## src/rtl/jsq_pkg.sv

```systemverilog
package jsq_pkg;

  typedef enum logic [1:0] {
    MODE_ABS = 2'd0,
    MODE_IND = 2'd1,
    MODE_ZPI = 2'd2,
    MODE_TOP = 2'd3
  } jmode_e;

  typedef enum logic [2:0] {
    ST_IDLE,
    ST_PUSH_HI,
    ST_PUSH_LO,
    ST_FETCH_LO,
    ST_FETCH_HI,
    ST_TAKE_HI,
    ST_DIRECT
  } jstate_e;

  function automatic logic needs_fetch(jmode_e m);
    return (m == MODE_IND) || (m == MODE_ZPI);
  endfunction

endpackage

```

## src/rtl/jsq_ptr_unit.sv

```systemverilog
module jsq_ptr_unit
  import jsq_pkg::*;
#(
  parameter int BYTE_W = 8,
  localparam int ADDR_W = 2 * BYTE_W
) (
  input  jmode_e              mode_q,
  input  logic [BYTE_W-1:0]   adl_q,
  input  logic [BYTE_W-1:0]   adh_q,
  input  logic                hi_sel,
  output logic [ADDR_W-1:0]   ptr_addr
);

  logic [BYTE_W-1:0] page;
  logic [BYTE_W-1:0] offs;

  // page is never carried into: the +1 wraps in the low byte
  always_comb begin
    page     = (mode_q == MODE_ZPI) ? '0 : adh_q;
    offs     = adl_q + BYTE_W'(hi_sel);
    ptr_addr = {page, offs};
  end

endmodule

```

## src/rtl/jsq_stack.sv

```systemverilog
module jsq_stack #(
  parameter int                BYTE_W     = 8,
  parameter logic [BYTE_W-1:0] STACK_PAGE = 'h01,
  parameter logic [BYTE_W-1:0] RESET_SP   = '1,
  localparam int               ADDR_W     = 2 * BYTE_W
) (
  input  logic               clk,
  input  logic               rst,
  input  logic               load,
  input  logic [BYTE_W-1:0]  load_val,
  input  logic               dec,
  output logic [BYTE_W-1:0]  sp,
  output logic [ADDR_W-1:0]  push_addr
);

  always_ff @(posedge clk) begin
    if (rst)       sp <= RESET_SP;
    else if (load) sp <= load_val;
    else if (dec)  sp <= sp - BYTE_W'(1);
  end

  assign push_addr = {STACK_PAGE, sp};

endmodule

```

## src/rtl/jsq_ctrl.sv

```systemverilog
module jsq_ctrl
  import jsq_pkg::*;
(
  input  logic       clk,
  input  logic       rst,
  input  logic       start,
  input  logic       is_call,
  input  logic [1:0] mode,
  output jstate_e    st,
  output logic       call_q,
  output jmode_e     mode_q,
  output logic       busy,
  output logic       accept
);

  jstate_e st_nx;
  jmode_e  mode_in;

  assign mode_in = jmode_e'(mode);
  assign busy    = (st != ST_IDLE);
  assign accept  = start && !busy;

  always_comb begin
    st_nx = st;
    unique case (st)
      ST_IDLE:
        if (start) begin
          if (is_call)                  st_nx = ST_PUSH_HI;
          else if (needs_fetch(mode_in)) st_nx = ST_FETCH_LO;
          else                          st_nx = ST_DIRECT;
        end
      ST_PUSH_HI:  st_nx = ST_PUSH_LO;
      ST_PUSH_LO:  st_nx = needs_fetch(mode_q) ? ST_FETCH_LO : ST_DIRECT;
      ST_FETCH_LO: st_nx = ST_FETCH_HI;
      ST_FETCH_HI: st_nx = ST_TAKE_HI;
      ST_TAKE_HI:  st_nx = ST_IDLE;
      ST_DIRECT:   st_nx = ST_IDLE;
      default:     st_nx = ST_IDLE;
    endcase
  end

  always_ff @(posedge clk) begin
    if (rst) begin
      st     <= ST_IDLE;
      call_q <= 1'b0;
      mode_q <= MODE_ABS;
    end else begin
      st <= st_nx;
      if (accept) begin
        call_q <= is_call;
        mode_q <= mode_in;
      end
    end
  end


  push_order_chk: assert property (@(posedge clk) disable iff (rst)
    (st == ST_PUSH_LO) |-> ($past(st) == ST_PUSH_HI));


  busy_hold_chk: assert property (@(posedge clk) disable iff (rst)
    (busy && st != ST_TAKE_HI && st != ST_DIRECT) |=> busy);

endmodule

```

## src/rtl/jsq_top.sv

```systemverilog
module jsq_top
  import jsq_pkg::*;
#(
  parameter int                BYTE_W     = 8,
  parameter logic [BYTE_W-1:0] STACK_PAGE = 'h01,
  parameter logic [BYTE_W-1:0] TOP_PAGE   = '1,
  parameter logic [BYTE_W-1:0] RESET_SP   = '1,
  parameter logic [2*BYTE_W-1:0] RESET_PC = '0,
  localparam int               ADDR_W     = 2 * BYTE_W
) (
  input  logic               clk,
  input  logic               rst,
  input  logic               start,
  input  logic               is_call,
  input  logic [1:0]         mode,
  input  logic [BYTE_W-1:0]  adl,
  input  logic [BYTE_W-1:0]  adh,
  input  logic [ADDR_W-1:0]  ret_pc,
  input  logic [BYTE_W-1:0]  sp_in,
  output logic [ADDR_W-1:0]  mem_addr,
  output logic               mem_rd,
  output logic               mem_wr,
  output logic [BYTE_W-1:0]  mem_wdata,
  input  logic [BYTE_W-1:0]  mem_rdata,
  output logic [ADDR_W-1:0]  pc_out,
  output logic [BYTE_W-1:0]  sp_out,
  output logic               busy,
  output logic               done
);

  jstate_e            st;
  jmode_e             mode_q;
  logic               call_q;
  logic               accept;
  logic [BYTE_W-1:0]  adl_q, adh_q, lo_q;
  logic [ADDR_W-1:0]  ret_q;
  logic [ADDR_W-1:0]  ptr_addr, push_addr, direct_tgt;

  jsq_ctrl u_ctrl (
    .clk    (clk),
    .rst    (rst),
    .start  (start),
    .is_call(is_call),
    .mode   (mode),
    .st     (st),
    .call_q (call_q),
    .mode_q (mode_q),
    .busy   (busy),
    .accept (accept)
  );

  jsq_ptr_unit #(.BYTE_W(BYTE_W)) u_ptr (
    .mode_q  (mode_q),
    .adl_q   (adl_q),
    .adh_q   (adh_q),
    .hi_sel  (st == ST_FETCH_HI),
    .ptr_addr(ptr_addr)
  );

  jsq_stack #(
    .BYTE_W    (BYTE_W),
    .STACK_PAGE(STACK_PAGE),
    .RESET_SP  (RESET_SP)
  ) u_stack (
    .clk      (clk),
    .rst      (rst),
    .load     (accept),
    .load_val (sp_in),
    .dec      (mem_wr),
    .sp       (sp_out),
    .push_addr(push_addr)
  );

  // memory port: one access per state at most
  always_comb begin
    mem_wr    = (st == ST_PUSH_HI) || (st == ST_PUSH_LO);
    mem_rd    = (st == ST_FETCH_LO) || (st == ST_FETCH_HI);
    mem_addr  = mem_wr ? push_addr : (mem_rd ? ptr_addr : '0);
    mem_wdata = (st == ST_PUSH_HI) ? ret_q[ADDR_W-1:BYTE_W] : ret_q[BYTE_W-1:0];
  end

  // top-page form only exists for calls; a jump falls back to absolute
  assign direct_tgt = (call_q && mode_q == MODE_TOP) ? {TOP_PAGE, adl_q} : {adh_q, adl_q};

  always_ff @(posedge clk) begin
    if (rst) begin
      adl_q  <= '0;
      adh_q  <= '0;
      ret_q  <= '0;
      lo_q   <= '0;
      pc_out <= RESET_PC;
      done   <= 1'b0;
    end else begin
      done <= 1'b0;
      if (accept) begin
        adl_q <= adl;
        adh_q <= adh;
        ret_q <= ret_pc;
      end
      unique case (st)
        ST_FETCH_HI: lo_q <= mem_rdata;
        ST_TAKE_HI: begin
          pc_out <= {mem_rdata, lo_q};
          done   <= 1'b1;
        end
        ST_DIRECT: begin
          pc_out <= direct_tgt;
          done   <= 1'b1;
        end
        default: ;
      endcase
    end
  end


  one_access_chk: assert property (@(posedge clk) disable iff (rst)
    !(mem_rd && mem_wr));


  done_pulse_chk: assert property (@(posedge clk) disable iff (rst)
    done |=> !done);


  push_dec_chk: assert property (@(posedge clk) disable iff (rst)
    mem_wr |=> (sp_out == $past(sp_out) - BYTE_W'(1)));


  top_page_chk: assert property (@(posedge clk) disable iff (rst)
    (done && call_q && mode_q == MODE_TOP) |-> (pc_out[ADDR_W-1:BYTE_W] == TOP_PAGE));


  pc_hold_chk: assert property (@(posedge clk) disable iff (rst)
    (!busy && !$past(busy)) |-> $stable(pc_out));


  reset_idle_chk: assert property (@(posedge clk)
    $past(rst) |-> (!busy && !done && !mem_rd && !mem_wr));

endmodule

```

## config.mk

```make
export PLATFORM = sky130hd
export DESIGN_NAME = jsq_top
export DESIGN_NICKNAME = d
export VERILOG_FILES = /design/src/rtl/jsq_pkg.sv /design/src/rtl/jsq_ptr_unit.sv /design/src/rtl/jsq_stack.sv /design/src/rtl/jsq_ctrl.sv /design/src/rtl/jsq_top.sv
export SDC_FILE = /design/constraint.sdc
export NUM_CORES = 1
export LEC_CHECK = 0
export ABC_AREA = 1
export BUFFER_PORTS_ARGS = -buffer_cell sky130_fd_sc_hd__buf_2
export CAP_MARGIN = 30
export CORE_AREA = 2 2 109 111
export DETAILED_ROUTE_END_ITERATION = 12
export DIE_AREA = 0 0 111 113
export MAX_ROUTING_LAYER = met4
export PLACE_DENSITY = 0.67
export SYNTH_ARGS = -nofsm -noshare
export SYNTH_HDL_FRONTEND = slang
export SYNTH_HIERARCHICAL = 1
export SYNTH_SLANG_ARGS = --single-unit
export TNS_END_PERCENT = 5
```

## constraint.sdc

```tcl
create_clock -name clk -period 2.3 [get_ports clk]
set_input_delay 0.23 -clock clk [delete_from_list [all_inputs] [get_ports clk]]
set_output_delay 0.23 -clock clk [all_outputs]
set_load 0.05 [all_outputs]
```

==> reports/qor.yml <==
outcome: "complete, no violations"
crit_path_max_fanout: 10
top_level_ports: 106
yosysSeqAreaShare_pct: 36.3
layout_commonest_cell: "sky130_fd_sc_hd__nand2_1"
worst_ir_drop_vdd_mv: 0.790
core_region_area_sq_um: 11300
via_count: 3822
crit_type: "reg2out"
report.final.slew_viol_count: 0
met1_length_mm: 4.91
placement.io_buffers: 105
vias_per_cell: 4.50
pwr_dens_nw_per_um2: 1270
critical_path_startpoint_category: "flop"
crit_end: "mem_addr[6]"
fp-row-count: 39
syn-instance-count: 609
clock_path_buffers: 2
insertion_delay_ns: 0.34
post-dp-hpwl_mm: 7.63
synthDominantCellAreaShare_pct: 36.3
post_cts_buffers: 0
crit_path_top_delay_cell: "sky130_fd_sc_hd__dfxtp_1"
total_wirelength_mm: 10.5
antenna_violating_nets_left: 0
synth.yosys.warnings: 6
cpLargestDelayFamily: "simple AND/OR/NAND/NOR gates"
grt_setup_unrepaired: "yes"
drive_gt1_share_pct: 22.8
design.die.area_sq_um: 12500
slew_headroom_pct: 65.0
critPathBufInv: 2
cp_cell_sequence: "inv_4, nand2_1, nor2_2, ha_4, ha_4, nand3_2, nor2_2, nand2_1, nand2_1, nand2_1, nand2_1, buf_6"
synth.ff_latch_count: 71
post-route-drc-count: 0
synth_top_area_cell: "sky130_fd_sc_hd__dfxtp_1"
hold-worst-slack_ns: 0.112
power.static_leakage_nw: 2.58
synth.avg_cell_area_sq_um: 6.43
clock-sinks: 71
critical_path.startpoint: "u_ctrl/st[0]$_SDFFE_PP0P_"
timing.max_cap.violations: 0
worst-r2r-setup-slack_ns: 0.55
worstSetupEndpointType: "output pin"
cts.htree.levels: 3
clkTransAtPathRegs_ns: 0.06
worstReg2RegEnd: "u_stack/sp[5]$_SDFFE_PP1P_"
arrival_ns: 1.96
crit_path_max_incr_delay_ns: 0.33
synthDistinctLibCells: 34
root_buffer: "sky130_fd_sc_hd__clkbuf_16"
final_period_minus_worst_setup_slack_ns: 2.19
final_cell_mix: "sky130_fd_sc_hd__nand2_1, sky130_fd_sc_hd__buf_2, sky130_fd_sc_hd__nor2_1"
reg2reg_depth: 9
transition_at_the_pin_with_the_smallest_max_transition_slack_ns: 0.523
globalRouteOverflowTotal: 0
cts_inserted_buffers: 9
synth_area_leaders: "sky130_fd_sc_hd__dfxtp_1, sky130_fd_sc_hd__nand2_1, sky130_fd_sc_hd__nor2_1, sky130_fd_sc_hd__inv_1, sky130_fd_sc_hd__o21ai_0"
area_growth_syn_to_layout_pct: 23.1
timing.critical_path.required_ns: 2.07
first_global_vias: 3563
drt_iter0_markers: 282
cts_tree: "built"
max_clock_freq_mhz: 457
dieWidth_microns: 111
final.setup.tns_ns: 0
clock_skew_ns: 0.00872
critical_path.reg2reg.startpoint: "u_ctrl/st[0]$_SDFFE_PP0P_"
global_route_wire_length_before_repair_mm: 17.2
final_setup_vio_count: 0
diodes: 0
drt-pass1-iter-count: 4
maxUsedRoutingLayer: "met4"
hp-class: "in2reg"
final_weighted_congestion_of_routability_driven_global_placement: 0.894
critical-path-top-cell-by-count: "sky130_fd_sc_hd__nand2_1"
die-height_microns: 113
met2RoutedLength_mm: 4.80
grt_max_degree: 57
netlist_area_sq_um: 3920
grt_usage_pct: 17.5
initial_utilization_pct: 34.7
antenna_found_initial: 0
post-route-period-util_pct: 95.2
met3WireLength_microns: 642
wl_per_cell_microns: 12.4
design.final.nets: 759
finalHoldViolCount: 0
cp.depth: 12
total_power_mw: 6.12
ctsHoldBuffers: 0
==> registers in the layout, indices dropped and copies added, names as in the netlist <==
| register | flops |
|---|---|
| lo_q | 8 |
| u_stack/sp | 8 |
| u_ctrl/mode_q | 2 |
| done | 1 |
| ret_q | 16 |
| u_ctrl/st | 3 |
| u_ctrl/call_q | 1 |
| adh_q | 8 |
| pc_out | 16 |
| adl_q | 8 |
==> worst min path at each step <==
stage / cells after the start / slack, ns / endpoint / from
floorplan: 1 / 0.30 / done$_SDFF_PP0_ / rst
global placement: 2 / 0.44 / ret_q[9]$_SDFFE_PP0P_ / ret_q[9]$_SDFFE_PP0P_
detailed placement: 2 / 0.44 / ret_q[8]$_SDFFE_PP0P_ / ret_q[8]$_SDFFE_PP0P_
CTS: 3 / 0.11 / ret_q[7]$_SDFFE_PP0P_ / ret_pc[7]
global route: 3 / 0.12 / adl_q[1]$_SDFFE_PP0P_ / adl[1]
finish: 3 / 0.11 / adl_q[1]$_SDFFE_PP0P_ / adl[1]
==> layer usage <==
| layer | up-vias | track usage (%) |
|---|---|---|
| met5 | - | - |
| li1 | 2056 | - |
| met3 | 16 | 4.34 |
| met4 | 0 | 5.08 |
| met2 | 108 | 28.0 |
| met1 | 1642 | 22.0 |
==> cell usage after synthesis <==
cell type                  number
sky130_fd_sc_hd__o211ai_1       2
sky130_fd_sc_hd__xnor2_1        2
sky130_fd_sc_hd__buf_2          6
sky130_fd_sc_hd__inv_4          1
sky130_fd_sc_hd__o21ai_2        1
sky130_fd_sc_hd__or2_1          1
sky130_fd_sc_hd__nand4_1       11
sky130_fd_sc_hd__inv_1         83
sky130_fd_sc_hd__a21oi_1       28
sky130_fd_sc_hd__buf_4         18
sky130_fd_sc_hd__buf_6          4
sky130_fd_sc_hd__nand2_1      150
sky130_fd_sc_hd__buf_8          1
sky130_fd_sc_hd__nor2_1        88
sky130_fd_sc_hd__nand3_4        1
sky130_fd_sc_hd__xor2_1         1
sky130_fd_sc_hd__o21ai_0       58
sky130_fd_sc_hd__conb_1         2
sky130_fd_sc_hd__nand2_2        3
sky130_fd_sc_hd__inv_2          8
sky130_fd_sc_hd__nand3_1       38
sky130_fd_sc_hd__clkbuf_1      10
sky130_fd_sc_hd__o211ai_2       1
sky130_fd_sc_hd__o221ai_2       1
sky130_fd_sc_hd__or2_2          1
sky130_fd_sc_hd__nand3_2        2
sky130_fd_sc_hd__nor2_2         3
sky130_fd_sc_hd__nor2_8         1
sky130_fd_sc_hd__o21ai_1        3
sky130_fd_sc_hd__dfxtp_1       71
sky130_fd_sc_hd__o21a_1         3
sky130_fd_sc_hd__nand2_4        1
sky130_fd_sc_hd__ha_1           3
sky130_fd_sc_hd__nor2_4         2
==> through the flow <==
stage / util, % / cells / setup WS [ns] / area (sq um)
floorplan: - / 615 / 0.0526 / 3940
CTS: 42.4 / 850 / 0.00597 / 4780
finish: 42.8 / 850 / 0.111 / 4820
global placement: 39.6 / 834 / 0.334 / 4470
global route: 42.8 / 850 / -0.0249 / 4820
detailed placement: 39.6 / 834 / 0.289 / 4470
==> power breakdown <==
part	total [mW]	switching (mW)	internal (mW)	leakage [nW]
registers	1.76	0.230	1.53	0.584
clock network	1.43	0.559	0.872	0.137
logic	2.93	2.18	0.751	1.86
==> layout make-up <==
type                    count  area (sq um)
repair buffers            115           624
clock inverters             6          68.8
flip-flops and latches     71          1420
well taps                 143           179
multi-input cells         413          1940
fillers                  1213          6450
clock buffers              10           239
inverters                  92           350
==> worst min-delay path, stage by stage <==
cell	delay, ns
sky130_fd_sc_hd__buf_2	0.07
sky130_fd_sc_hd__nor2_1	0.03
sky130_fd_sc_hd__nor2_1	0.08
==> timing repair <==
| item | 4_1_cts | 5_1_grt |
|---|---|---|
| gates cloned | 0 | 0 |
| setup endpoints to repair | 2 | 6 |
| pin swaps | 0 | 1 |
| gates resized for setup | 3 | 8 |
==> logic make-up after synthesis <==
family,after synthesis,share of synthesized area (%)
adders and majority gates,3,0.959
AOI/OAI and AO/OA,97,13.3
and+or+nand+nor,302,33.0
DFF,71,36.3
buffers and inverters,131,15.6
xor gates and xnor gates,3,0.671
other,2,0.192
(Power assumes the default switching activity.)
